File: src/rtl/uart_frame_rx.sv
module uart_frame_rx #(
  parameter int OVS  = 16,
  parameter int SYNC = 2
) (
  input  logic       clk,
  input  logic       rst_n,
  input  logic       tick,
  input  logic       rxd,
  input  logic [1:0] cfg_len,
  input  logic       cfg_par_en,
  input  logic [1:0] cfg_par_type,
  input  logic       cfg_xb_en,
  input  logic       cfg_stop_long,
  input  logic       cfg_mp_en,
  output logic [7:0] rx_data,
  output logic       rx_xbit,
  output logic       rx_valid,
  output logic       rx_perr,
  output logic       rx_ferr
);
  localparam int CW = $clog2(OVS);

  typedef enum logic [2:0] {S_IDLE, S_START, S_DATA, S_TAIL, S_STOP, S_HOLD} st_t;

  st_t             st;
  logic [SYNC-1:0] sync_q;
  logic [CW-1:0]   cnt;
  logic [2:0]      idx;
  logic [7:0]      sh;
  logic            tail;
  logic            rx_s, at_mid, at_half, tail_on, xb_val, par_exp, deliver;
  logic [2:0]      last_idx;

  assign rx_s     = sync_q[SYNC-1];
  assign at_mid   = (cnt == CW'(OVS - 1));
  assign at_half  = (cnt == CW'(OVS / 2 - 1));
  assign last_idx = {1'b1, cfg_len};
  assign tail_on  = cfg_par_en | cfg_xb_en;
  assign xb_val   = cfg_xb_en & ~cfg_par_en & tail;
  assign deliver  = ~cfg_mp_en | xb_val;

  always_comb begin
    case (cfg_par_type)
      2'd0:    par_exp = ~^sh;
      2'd1:    par_exp = ^sh;
      2'd2:    par_exp = 1'b1;
      default: par_exp = 1'b0;
    endcase
  end

  always_ff @(posedge clk or negedge rst_n) begin
    if (!rst_n) sync_q <= '1;
    else        sync_q <= {sync_q[SYNC-2:0], rxd};
  end

  always_ff @(posedge clk or negedge rst_n) begin
    if (!rst_n) begin
      st       <= S_IDLE;
      cnt      <= '0;
      idx      <= '0;
      sh       <= '0;
      tail     <= 1'b0;
      rx_data  <= '0;
      rx_xbit  <= 1'b0;
      rx_valid <= 1'b0;
      rx_perr  <= 1'b0;
      rx_ferr  <= 1'b0;
    end else begin
      rx_valid <= 1'b0;
      if (tick) begin
        case (st)
          S_IDLE: if (!rx_s) begin
            st  <= S_START;
            cnt <= '0;
          end
          S_START: begin
            if (at_half) begin
              cnt <= '0;
              if (rx_s) st <= S_IDLE;
              else begin
                st   <= S_DATA;
                idx  <= '0;
                sh   <= '0;
                tail <= 1'b0;
              end
            end else cnt <= cnt + 1'b1;
          end
          S_DATA: begin
            if (at_mid) begin
              cnt     <= '0;
              sh[idx] <= rx_s;
              if (idx == last_idx) st <= tail_on ? S_TAIL : S_STOP;
              else                 idx <= idx + 1'b1;
            end else cnt <= cnt + 1'b1;
          end
          S_TAIL: begin
            if (at_mid) begin
              cnt  <= '0;
              tail <= rx_s;
              st   <= S_STOP;
            end else cnt <= cnt + 1'b1;
          end
          S_STOP: begin
            if (at_mid) begin
              cnt <= '0;
              if (deliver) begin
                rx_valid <= 1'b1;
                rx_data  <= sh;
                rx_xbit  <= xb_val;
                rx_perr  <= cfg_par_en & (tail != par_exp);
                rx_ferr  <= ~rx_s;
              end
              st <= rx_s ? S_IDLE : S_HOLD;
            end else cnt <= cnt + 1'b1;
          end
          S_HOLD: if (rx_s) st <= S_IDLE;
          default: st <= S_IDLE;
        endcase
      end
    end
  end
endmodule


File: config.mk
export PLATFORM = sky130hd
export DESIGN_NAME = uart_frame_rx
export DESIGN_NICKNAME = d
export VERILOG_FILES = /design/src/rtl/uart_frame_rx.sv
export SDC_FILE = /design/constraint.sdc
export NUM_CORES = 1
export LEC_CHECK = 0
export ABC_AREA = 1
export CORE_MARGIN = 5
export CORE_UTILIZATION = 49
export CTS_CLUSTER_SIZE = 8
export DETAILED_ROUTE_END_ITERATION = 8
export GPL_ROUTABILITY_DRIVEN = 1
export PLACE_DENSITY = 0.76
export SYNTH_ARGS = -nofsm -noshare
export SYNTH_HDL_FRONTEND = slang
export SYNTH_SLANG_ARGS = --single-unit
File: constraint.sdc
create_clock -name clk -period 1.45 [get_ports clk]
set_input_delay 0.29 -clock clk [delete_from_list [all_inputs] [get_ports clk]]
set_output_delay 0.29 -clock clk [all_outputs]
set_load 0.01 [all_outputs]
### Yosys cells after proc, flatten, opt, wreduce, memory -nomap -nowiden

Cells that the tools add are included.

* register bits after elaboration: 33

* add/sub/neg operators: 2
* bitwise logic cells: 8
* reductions and logical operators: 15
* $lt $le $gt $ge: 2
* mux-type cells: 36
* equal/unequal tests: 20

Operator list (count)
* 3-bit two-way mux: 13
* 8-bit two-way mux: 3
* 2-bit != test (second input constant): 9
* 3-bit case mux with 6 select lines: 1
* 8-bit case mux with 2 select lines: 1
* 4-bit two-way mux: 3
* 4-bit case mux with 3 select lines: 1
* 5-bit AND reduction: 2
* 8-bit bitwise mux: 1
* 1-bit two-way mux: 8
* 8-bit AND reduction: 1
* 8-bit XNOR reduction: 1
* 8-bit XOR reduction: 1
* 3-bit by 2-bit equality test with 1-bit output (second input constant): 2
* 3-bit equality test (second input constant): 2
* 3-bit case mux with 2 select lines: 1
* 6-bit AND reduction: 1
* 4-bit by 1-bit adder with 4-bit output (second input constant): 1
* 4-bit by 3-bit equality test with 1-bit output (second input constant): 1
* 4-bit equality test (second input constant): 1
* 3-bit by 4-bit < comparator with 1-bit output (second input constant): 1
* 4-bit AND reduction: 1
* 2-bit nonzero test: 2
* 3-bit by 1-bit adder with 3-bit output (second input constant): 1
* other kinds (19): 24

### Logic depth before layout (Yosys ltp)

Gate-level depths: netlist of run 1.

* word-level depth: 8
* gate-level depth with buffers: 11

### Least setup slack after synthesis of run 1

Ideal clock, no wire load.

* kind: reg2reg
* from: reg cnt[0]
* to: reg st[0]
* required time: 1333 ps
* stages on the path, launching flop included: 9
* setup slack: -29 ps
* path buffers: 0
* period minus slack after synthesis: 1479 ps
* arrival time: 1362 ps
* cell sequence: dfrtp_1 ha_1 nand3_1 clkinv_1 nor2_1 nor2_2 and2_2 nand4_1 nand2_1

* word-level cells in the longest chain between the ends: 3

RTL lines
* start, declared: RTL line 27 `logic [CW-1:0] cnt;`
* start signal, assigned: RTL line 86 `end else cnt <= cnt + 1'b1;`
* start signal, assigned: RTL line 94 `end else cnt <= cnt + 1'b1;`
* start signal, assigned: RTL line 101 `end else cnt <= cnt + 1'b1;`
* 4-bit equality test or 4-bit by 3-bit equality test with 1-bit output (tied branches): RTL line 35, 36
* 2-bit != test (no source line)
* 8-bit AND reduction (no source line) (*)
* end signal, assigned: RTL line 92 `if (idx == last_idx) st <= tail_on ? S_TAIL : S_STOP;`
* end signal, assigned: RTL line 113 `st <= rx_s ? S_IDLE : S_HOLD;`
* end, declared: RTL line 25 `st_t st;`

Mark *: on every way between the ends. The rest lies on a longest branch, timed or not.
A chain may end at the register's enable or synchronous reset.

### Worst setup path in the final report of run 1

* from: reg cnt[0]
* to: reg sh[1]

* word-level cells in the longest chain between the ends: 3

RTL lines
* 4-bit equality test or 4-bit by 3-bit equality test with 1-bit output (tied branches): RTL line 35, 36
* 2-bit != test (no source line)
* 5-bit AND reduction (no source line) (*)
* end signal, assigned by index: RTL line 91 `sh[idx] <= rx_s;`
* end, declared: RTL line 29 `logic [7:0] sh;`

Marks and branches as above.

==> impl_metrics.tcl, run 1 <==
set metrics [dict create \
    die-height_microns 72.1 \
    synth_top_area_share_pct 41.0 \
    avgSynthCellArea_sq_um 7.30 \
    routabilityCongestion 0.823 \
    grt_pass1_vias 1586 \
    switching_power_mw 1.50 \
    clk-insertion-delay-late_ns 0.29 \
    min_period_over_period_pct 107 \
    hold_path_class "input port to asynchronous set/reset pin" \
    layout_commonest_cell "nand2_1" \
    drc_errors 0 \
    crit_fanout 8 \
    die-area_sq_mm 0.00520 \
    dp_hpwl_microns 2910 \
    tightest_slew_ns 0.358 \
    cp_common_cell "nor2_4" \
    cts_inserted_buffers 5 \
    synth_cell_types 29 \
    seq_area_frac_synth_pct 43.8 \
    antenna_found_initial 0 \
    synth_nets 273 \
    vias 1814 \
    period_needed_ns 1.56 \
    area_growth_pct 42.7 \
    end_kind "flip-flop" \
    pwr_density_cell_mw_per_mm2 1390 \
    slew_violations 0 \
    cp.arrival_ns 1.74 \
    p_sw_share_pct 39.7 \
    intPower_mw 2.27 \
    overflow 0 \
    cp_cell_sequence "ha_4 -> nand3_4 -> inv_4 -> nor2_4 -> nor2_4 -> nand2_4 -> nor2_4 -> o21ai_1 -> nand2_1 -> o21ai_2" \
    fin_ws_ns -0.105 \
    clkSinkCount 33 \
    core_area_sq_mm 0.00369 \
    hold_viol 0 \
    drive_gt1_share_pct 26.5 \
    fin_nets 326 \
    placed_cells 346 \
    finalClockSkew_ns 0.00475 \
    post-route-util_pct 73.2 \
    crit_type "flip-flop to flip-flop" \
    cts_root_buffer "clkbuf_8" \
    synth.ff_latch_count 33 \
    clockBufferDepth 2 \
    cts_tree "done" \
    crit_required_ns 1.64 \
    power_frac_seq_pct 31.7 \
    die_w_microns 72.1 \
    synthesis.area_sq_mm 0.00189 \
    syn_inst 259 \
    io_buffer_count 22 \
    fmax_mhz 643 \
    ant_nets 0 \
    cts_max_level 2 \
    wl_per_cell_microns 12.2 \
    critPathMaxStageDelay_ns 0.40 \
    setup_viol 24 \
    status "complete, but fails checks" \
    pwr-share-clk_pct 23.6 \
    start_util_pct 51.3 \
    dr.pass1.iters 4 \
    drtIter0Drc 105 \
    path_clk_slew_ns 0.07 \
    instances_no_fill 361 \
    power_mw 3.76 \
    rows 22 \
    p_leak_nw 1.35 \
    grt_pass1_wl_microns 6920 \
    final_cell_mix "nand2_1 (76), inv_1 (33), dfrtp_1 (30)" \
    wl_microns 4410 \
    startpoint_type "flip-flop" \
    diodes 0 \
    combPwrFrac_pct 44.7 \
    ys_warn_count 0 \
    grt_max_degree 26 \
    viasPerCell 5.02 \
    maxSlewHeadroom_pct 75.9 \
    place_ws_ns -0.183 \
    grt_usage_pct 16.9 \
    cpMaxStageDelayCell "dfrtp_1" \
    maxCapViolCount 0 \
    synth_top_cells_by_area "dfrtp_1 (41%), nand2_1 (17%), inv_1 (6.7%)" \
    fin_tns_setup_ns -2.11 \
    peakVddDrop_v 0.000999 \
    rsz0062_at_grt "true" \
    violations "setup timing" \
    synth_top_cell_by_area "dfrtp_1" \
    ios 24 \
]
## stage by stage
step	instance area, sq um	hold slack [ns]
2_1_floorplan	1900	-0.00559
3_3_place_gp	2330	0.347
3_5_place_dp	2330	0.349
4_1_cts	2480	0.318
5_1_grt	2700	0.337
6_report	2700	0.306
## worst max-delay path, delay by kind of cell (launching register included)
family / cells / cell delay (ns)
fa+ha+maj: 1 / 0.19
simple gates: 6 / 0.62
compound gates: 2 / 0.14
flops: 1 / 0.40
buf+inv: 1 / 0.09
## cell type report
class / instances / area (sq um)
clock inverter: 3 / 46.3
inverter: 39 / 150
timing repair buffer: 51 / 493
fill: 283 / 990
tap: 48 / 60.1
clock buffer: 5 / 68.8
sequential: 33 / 830
multi-input combinational: 182 / 1050
## power groups by stage
stage	Sequential, mW	Clock, mW	Combinational, mW
floorplan	1.14	0	0.941
global placement	1.17	0	1.37
detailed placement	1.17	0	1.38
CTS	1.16	0.900	1.47
global route	1.22	0.944	1.87
finish	1.19	0.888	1.68
## metal layers
metal | track usage, % | share of wire, % | vias to the layer above | wire length, microns
met1 | 22.3 | 45 | 832 | 2010
met3 | 4.71 | 4.9 | 6 | 217
met2 | 26.1 | 48 | 36 | 2130
met4 | 7.10 | 1.2 | 0 | 52
li1 | - | - | 940 | -
met5 | 0 | 0 | - | 0
## timing repair
item                                    in CTS  in global routing
endpoints found under the setup margin      31                 31
setup buffers                                1                  4
pin swaps                                    3                 10
gates resized for setup                     28                 37
hold buffers                                 0                  0
cloned                                       0                  3
## logic make-up (layout without fill, tap and decap cells)
family                   count (synthesis)  after routing  share of synthesized area, %
AND/OR/NAND/NOR                        139            139                          33.4
multiplexers                             1              1                         0.529
adder cells (fa/ha/maj)                  2              2                          1.32
buffers and inverters                   44             98                          9.46
flip-flops                              33             33                          43.8
XOR/XNOR                                 4              4                          1.85
AO/OA/AOI/OAI                           36             36                          9.66
## registers in the layout, indices dropped and copies added, names as in the netlist
name,count
rx_data,8
rx_ferr,1
rx_valid,1
rx_perr,1
tail,1
sync_q,2
sh,8
cnt,4
st,3
idx,3
rx_xbit,1
## cell usage after synthesis, drive strengths merged
cell    number
nand2       88
inv         37
dfrtp       31
o21ai       30
nor2        18
nand3       16
nand4        8
nor3         7
a21oi        5
buf          5
clkinv       2
dfstp        2
ha           2
xnor2        2
xor2         2
a21boi       1
and2         1
mux2i        1
nand3b       1
## path summary, 6_finish.rpt
path	from	end	slack [ns]	depth (start not counted)
worst max-delay path	cnt[0]	sh[1]	-0.11	10
worst min-delay path	rst_n	idx[1]	0.31	2
worst max register to register	cnt[0]	sh[1]	-0.11	10
worst min register to register	sync_q[0]	sync_q[1]	0.36	0
max in group asynchronous	rst_n	cnt[3]	0.80	2
min in group clk	sync_q[0]	sync_q[1]	0.36	0
Power figures use the tool's default switching activity.
==> inputs of run 2 (changes only) <==
--- a/config.mk
+++ b/config.mk
@@ -12,6 +12,7 @@
 export DETAILED_ROUTE_END_ITERATION = 8
 export GPL_ROUTABILITY_DRIVEN = 1
 export PLACE_DENSITY = 0.76
+export SETUP_SLACK_MARGIN = 0.02
 export SYNTH_ARGS = -nofsm -noshare
 export SYNTH_HDL_FRONTEND = slang
 export SYNTH_SLANG_ARGS = --single-unit
==> constraint.sdc (replaced) <==
create_clock -name clk -period 1.45 [get_ports clk]
set_input_delay 0.29 -clock clk [delete_from_list [all_inputs] [get_ports clk]]
set_output_delay 0.29 -clock clk [all_outputs]
set_load 0.1 [all_outputs]
==> run 2 against run 1 <==
Effect of this change: worst setup slack got worse by 0.043 ns; the run still ends with setup timing left; core utilization unchanged; worst hold slack improved by 0.044 ns.
==> impl_metrics.tcl, run 2 (synthesis results as in run 1) <==
set metrics [dict create \
    status "complete, but fails checks" \
    violations "setup timing" \
    clockBufferDepth 2 \
    area_growth_pct 42.7 \
    dp_hpwl_microns 3000 \
    post-route-util_pct 73.2 \
    intPower_mw 2.28 \
    vias 1807 \
    cts_inserted_buffers 5 \
    routabilityCongestion 0.884 \
    crit_fanout 8 \
    min_period_over_period_pct 110 \
    start_util_pct 51.3 \
    pwr-share-clk_pct 24.1 \
    largestRegisters "rx_data x8, sh x8, cnt x4" \
    peakVddDrop_v 0.00114 \
    drc_errors 0 \
    drtIter0Drc 116 \
    die-height_microns 72.1 \
    grt_pass1_wl_microns 7270 \
    hp-start "sync_q[0]" \
    reg2reg_to "sh[5]" \
    viasPerCell 5.10 \
    clkSinkCount 33 \
    fin_ws_ns -0.148 \
    grt_max_degree 34 \
    final_cell_mix "nand2_1 (84), inv_1 (32), dfrtp_1 (29)" \
    finalClockSkew_ns 0.0122 \
    p_leak_nw 1.27 \
    power_mw 3.72 \
    r2r-start "cnt[0]" \
    tightest_slew_ns 0.302 \
    clk-insertion-delay-late_ns 0.29 \
    cpMaxStageDelayCell "dfrtp_1" \
    cts_root_buffer "clkbuf_8" \
    crit_family "simple AND/OR/NAND/NOR gates" \
    whs_path_depth 0 \
    nFillCells 274 \
    wl_microns 4570 \
    hold_path_class "flip-flop to flip-flop" \
    core_area_sq_mm 0.00369 \
    startpoint_type "flip-flop" \
    layout_commonest_cell "nand2_1" \
    pwr_density_cell_mw_per_mm2 1380 \
    drive_gt1_share_pct 26.1 \
    power_frac_seq_pct 32.6 \
    slew_violations 0 \
    combPwrFrac_pct 43.3 \
    wl_per_cell_microns 12.9 \
    crit_type "flip-flop to flip-flop" \
    min_to "sync_q[1]" \
    critPathMaxStageDelay_ns 0.41 \
    end_kind "flip-flop" \
    fin_nets 319 \
    r2r_setup_slack_ns -0.15 \
    rows 22 \
    cp_common_cell "nor2_4" \
    diodes 0 \
    fmax_mhz 626 \
    cp.arrival_ns 1.76 \
    dr.pass1.iters 4 \
    overflow 0 \
    grt_usage_pct 17.5 \
    setup_viol 16 \
    period_needed_ns 1.60 \
    p_sw_share_pct 38.8 \
    rsz0062_at_grt "true" \
    ios 24 \
    ant_nets 0 \
    cts_hold_buf 0 \
    cts_tree "done" \
    die-area_sq_mm 0.00520 \
    grt_pass1_vias 1694 \
    antenna_found_initial 0 \
    cts_max_level 2 \
    reg2reg_depth 10 \
    die_w_microns 72.1 \
    cp_cell_sequence "ha_4 -> nand2_4 -> nor2_4 -> nor2_4 -> nor2_4 -> nand2_4 -> nor2_4 -> o21ai_1 -> nand2_1 -> o21ai_1" \
    switching_power_mw 1.45 \
    path_clk_slew_ns 0.07 \
    hold_viol 0 \
    maxCapViolCount 0 \
    crit_required_ns 1.61 \
    maxSlewHeadroom_pct 79.7 \
    io_buffer_count 22 \
    path_buf_inv 0 \
]
-- run 2: changes by cell type in the layout (fill, tap and decap cells not counted), moves of 3 or more --
| cell | before | now |
|---|---|---|
| nand2_1 | 76 | 84 |
| dlygate4sd2_1 | 11 | 0 |
| buf_6 | 5 | 1 |
| buf_12 | 1 | 14 |
| o21ai_2 | 5 | 2 |
| nor2_2 | 2 | 6 |
| nand2_2 | 9 | 1 |
-- run 2: through the flow --
stage	worst slack (ns)	setup TNS (ns)	instances	hold WS, ns	instance area [sq um]
after CTS	-0.0434	-0.451	350	0.352	2580
after global placement	-0.201	-4.04	339	0.347	2410
after floorplan	0.0121	0	259	-0.00559	1900
after global routing	-0.237	-4.37	354	0.363	2700
after detailed placement	-0.243	-4.68	339	0.350	2410
final	-0.148	-1.25	354	0.349	2700
-- run 2: cell type report --
| class | instances | area [sq um] | share of cell area, % |
|---|---|---|---|
| Multi-Input combinational cell | 182 | 1010 | 37.3 |
| Sequential cell | 33 | 831 | 30.8 |
| Timing Repair Buffer | 44 | 534 | 19.8 |
| Inverter | 39 | 150 | 5.56 |
| Clock buffer | 7 | 86.3 | 3.20 |
| Tap cell | 48 | 60.1 | 2.23 |
| Clock inverter | 1 | 30.0 | 1.11 |
-- run 2: layer usage --
| layer | global-route usage, % | routed length [microns] |
|---|---|---|
| met1 | 22.3 | 1890 |
| met2 | 29.3 | 2310 |
| met3 | 3.88 | 266 |
| met4 | 5.64 | 106 |
| met5 | 0 | 0 |
-- run 2: power groups by stage --
stage                     logic (mW)  registers [mW]  clock network [mW]
final                           1.61            1.21               0.898
after detailed placement        1.27            1.18                   0
after CTS                       1.36            1.17               0.914
after floorplan                0.941            1.14                   0
after global placement          1.24            1.18                   0
after global routing            1.81            1.23               0.948
-- run 2: worst max-delay path by stage --
stage,start,to,slack (ns),cells past startpoint
2_1_floorplan,cnt[0],sh[1],0.01,10
3_3_place_gp,tick,sh[1],-0.20,8
3_5_place_dp,tick,sh[1],-0.24,8
4_1_cts,cnt[1],sh[1],-0.04,10
5_1_grt,cnt[0],sh[5],-0.24,10
6_report,cnt[0],sh[5],-0.15,10
-- run 2: what timing repair did --
action                     CTS  global route
hold endpoints to repair     0             0
gates cloned                 0             0
resized for setup           13            27
setup buffers                3             4
pin swaps                    6            12
setup endpoints to repair   16            31
==> inputs of run 3 (changes only) <==
--- a/config.mk
+++ b/config.mk
@@ -5,12 +5,14 @@
 export SDC_FILE = /design/constraint.sdc
 export NUM_CORES = 1
 export LEC_CHECK = 0
-export ABC_AREA = 1
+export ABC_AREA = 0
+export ABC_CLOCK_PERIOD_IN_PS = 1450
 export CORE_MARGIN = 5
 export CORE_UTILIZATION = 49
 export CTS_CLUSTER_SIZE = 8
 export DETAILED_ROUTE_END_ITERATION = 8
 export GPL_ROUTABILITY_DRIVEN = 1
+export HOLD_SLACK_MARGIN = 0.12
 export PLACE_DENSITY = 0.76
 export SETUP_SLACK_MARGIN = 0.02
 export SYNTH_ARGS = -nofsm -noshare
==> run 3 against run 2 <==
Effect of this change: the run still ends with setup timing left; clock skew is 0.0052 ns higher; area after synthesis shrank 4.8%; power up 30%; flip-flop and latch count unchanged; via count increased by 5.5%; combinational power grew 75%; worst hold slack improved by 0.0072 ns; clock-buffer cell count shrank 2; register-to-register slack got worse by 0.27 ns; non-clock buffer count grew 31; sequential power rose by 7%; fmax down 14%; critical endpoint is now st[0]; largest cell class unchanged.
==> impl_metrics.tcl, run 3 <==
set metrics [dict create \
    hold_path_class "input port to asynchronous set/reset pin" \
    tightest_slew_ns 0.452 \
    dp_hpwl_microns 3540 \
    io_buffer_count 22 \
    placed_cells 283 \
    area_growth_pct 66.4 \
    nFillCells 159 \
    status "complete, but fails checks" \
    grt_max_degree 34 \
    synthTopCellsByCount "dfrtp_1 (31), o21ai_0 (16), nand2_1 (12), nor2_1 (12), o21ai_1 (12)" \
    clockBufferDepth 2 \
    use_met1_pct 30.1 \
    fmax_mhz 535 \
    cpMaxStageDelayCell "or4_4" \
    fin_nets 269 \
    peakVddDrop_v 0.00122 \
    synth_edf_count 0 \
    intPower_mw 2.77 \
    die_w_microns 70.6 \
    rsz0062_at_grt "true" \
    synth_top_area_share_pct 43.1 \
    crit_path_end "st[0]" \
    whs_ns 0.357 \
    maxCapViolCount 0 \
    cts_root_buffer "clkbuf_8" \
    cts_max_level 2 \
    overflow 0 \
    wl_per_cell_microns 23.1 \
    final_cell_mix "buf_4 (39), dfrtp_1 (31), o21ai_1 (14), buf_12 (14), nor2_1 (11)" \
    path_clk_slew_ns 0.09 \
    synth_nets 198 \
    final_area_sq_mm 0.00300 \
    largestRegisters "rx_data x8, sh x8, cnt x4" \
    end_kind "flip-flop" \
    cp_num_cells 6 \
    place_ws_ns -0.432 \
    synth_top_cell_by_area "dfrtp_1" \
    reg2reg_depth 6 \
    met2_usage_pct 44.1 \
    start_util_pct 49.9 \
    drtIter0Drc 202 \
    cp-startpoint "cnt[1]" \
    die-area_sq_mm 0.00499 \
    p_leak_nw 1.29 \
    synthesis.area_sq_mm 0.00180 \
    cts_inserted_buffers 5 \
    clk-insertion-delay-late_ns 0.31 \
    busiest_layer "met2" \
    violations "setup timing" \
    layout_commonest_cell "buf_4" \
    crit_fanout 4 \
    post-route-util_pct 83.1 \
    drc_errors 0 \
    pwr_density_cell_mw_per_mm2 1610 \
    antenna_found_initial 0 \
    combPwrFrac_pct 58.3 \
    r2r_setup_slack_ns -0.42 \
    p_sw_share_pct 42.5 \
    hold_viol 0 \
    fin_ws_ns -0.418 \
    grt_usage_pct 25.4 \
    instances_no_fill 304 \
    min_period_over_period_pct 129 \
    core_area_sq_mm 0.00361 \
    power_mw 4.82 \
    avgSynthCellArea_sq_um 9.79 \
    drive_gt1_share_pct 49.2 \
    ant_nets 0 \
    fin_tns_setup_ns -8.14 \
    critPathMaxStageDelay_ns 0.44 \
    dr.pass1.iters 5 \
    die-height_microns 70.6 \
    startpoint_type "flip-flop" \
    maxSlewHeadroom_pct 69.7 \
    cp.arrival_ns 2.09 \
    crit_family "simple AND/OR/NAND/NOR gates" \
    switching_power_mw 2.05 \
    grt_util_met3_pct 5.11 \
    synth.ff_latch_count 33 \
    pwr-share-clk_pct 14.9 \
    rows 22 \
    placed_cell_area_sq_mm 0.00251 \
    yosys.cell_count.top_type "dfrtp_1" \
    power_frac_seq_pct 26.8 \
    cp_cell_sequence "ha_4 -> nand3_1 -> a21bo_4 -> o311ai_4 -> or4_4 -> o21ai_2" \
    r2r-start "cnt[1]" \
    clkSinkCount 33 \
    grt_pass1_vias 1901 \
    cts_tree "done" \
    crit_required_ns 1.67 \
    ios 24 \
    slew_violations 0 \
    synthFlopType "dfrtp_1" \
    finalClockSkew_ns 0.0175 \
    viasPerCell 6.27 \
    routabilityCongestion 0.849 \
    wl_microns 7010 \
    seq_area_frac_synth_pct 46.0 \
    vias 1906 \
    period_needed_ns 1.87 \
    setup_viol 30 \
    synth_cell_types 49 \
    path_buf_inv 0 \
    ys_warn_count 0 \
    grt_pass1_wl_microns 9800 \
    crit_type "flip-flop to flip-flop" \
    synth_top_cells_by_area "dfrtp_1 (43%), xnor2_1 (4.9%), o21ai_0 (4.4%)" \
    diodes 0 \
    reg2reg_to "st[0]" \
    synthArstFlopShare_pct 100 \
    syn_inst 184 \
]
[run 3: routing by layer]
layer / wire [microns] / vias to the layer above / share of wire, %
met5: 0 / - / 0
li1: - / 812 / -
met4: 368 / 0 / 5.2
met1: 2680 / 921 / 38
met2: 3420 / 128 / 49
met3: 546 / 45 / 7.8
[run 3: final cells by class]
cell class / instances / area (sq um) / share of cell area, %
clock buffers: 5 / 68.8 / 2.30
clock inverters: 3 / 17.5 / 0.585
inverters: 4 / 15.0 / 0.501
multi-input cells: 136 / 1200 / 40.1
flip-flops and latches: 33 / 828 / 27.7
well taps: 48 / 60.1 / 2.01
repair buffers: 75 / 806 / 26.9
[run 3: repair_timing]
| action | 4_1_cts | 5_1_grt |
|---|---|---|
| cloned | 2 | 0 |
| buffers inserted | 6 | 7 |
| pin swaps | 4 | 8 |
| hold buffers | 0 | 0 |
| setup endpoints to repair | 30 | 30 |
| gates resized for setup | 44 | 27 |
[run 3: cells by family (layout without fill, tap and decap cells)]
logic type	count (synthesis)	after routing	share of synthesized area (%)
and+or+nand+nor	53	53	15.9
DFF	33	33	46.0
muxes	13	13	8.55
adders and majority gates	2	2	1.39
AOI/OAI and AO/OA	58	58	19.5
xor gates and xnor gates	10	10	4.86
buffers and inverters	15	87	3.75
[run 3: power by group through the flow]
stage               logic, mW  clock network, mW  registers (mW)
floorplan                1.17                  0            1.24
global placement         1.78                  0            1.25
detailed placement       1.89                  0            1.27
CTS                      2.30              0.691            1.27
global route             2.94              0.761            1.30
finish                   2.81              0.718            1.29
[run 3: worst min path at each step]
stage / to / slack (ns) / cells past startpoint
global placement: sync_q[1] / 0.35 / 0
CTS: sync_q[1] / 0.36 / 0
global route: sync_q[1] / 0.36 / 0
floorplan: cnt[0] / -0.006 / 0
detailed placement: sync_q[1] / 0.35 / 0
finish: rx_data[3] / 0.36 / 2
[run 3: worst reg2reg max path: cells and delay by family (launching register included)]
kind / cells / cell delay [ns]
adder cells (fa/ha/maj): 1 / 0.18
AND/OR/NAND/NOR: 2 / 0.64
AO/OA/AOI/OAI: 3 / 0.57
flip-flops: 1 / 0.41
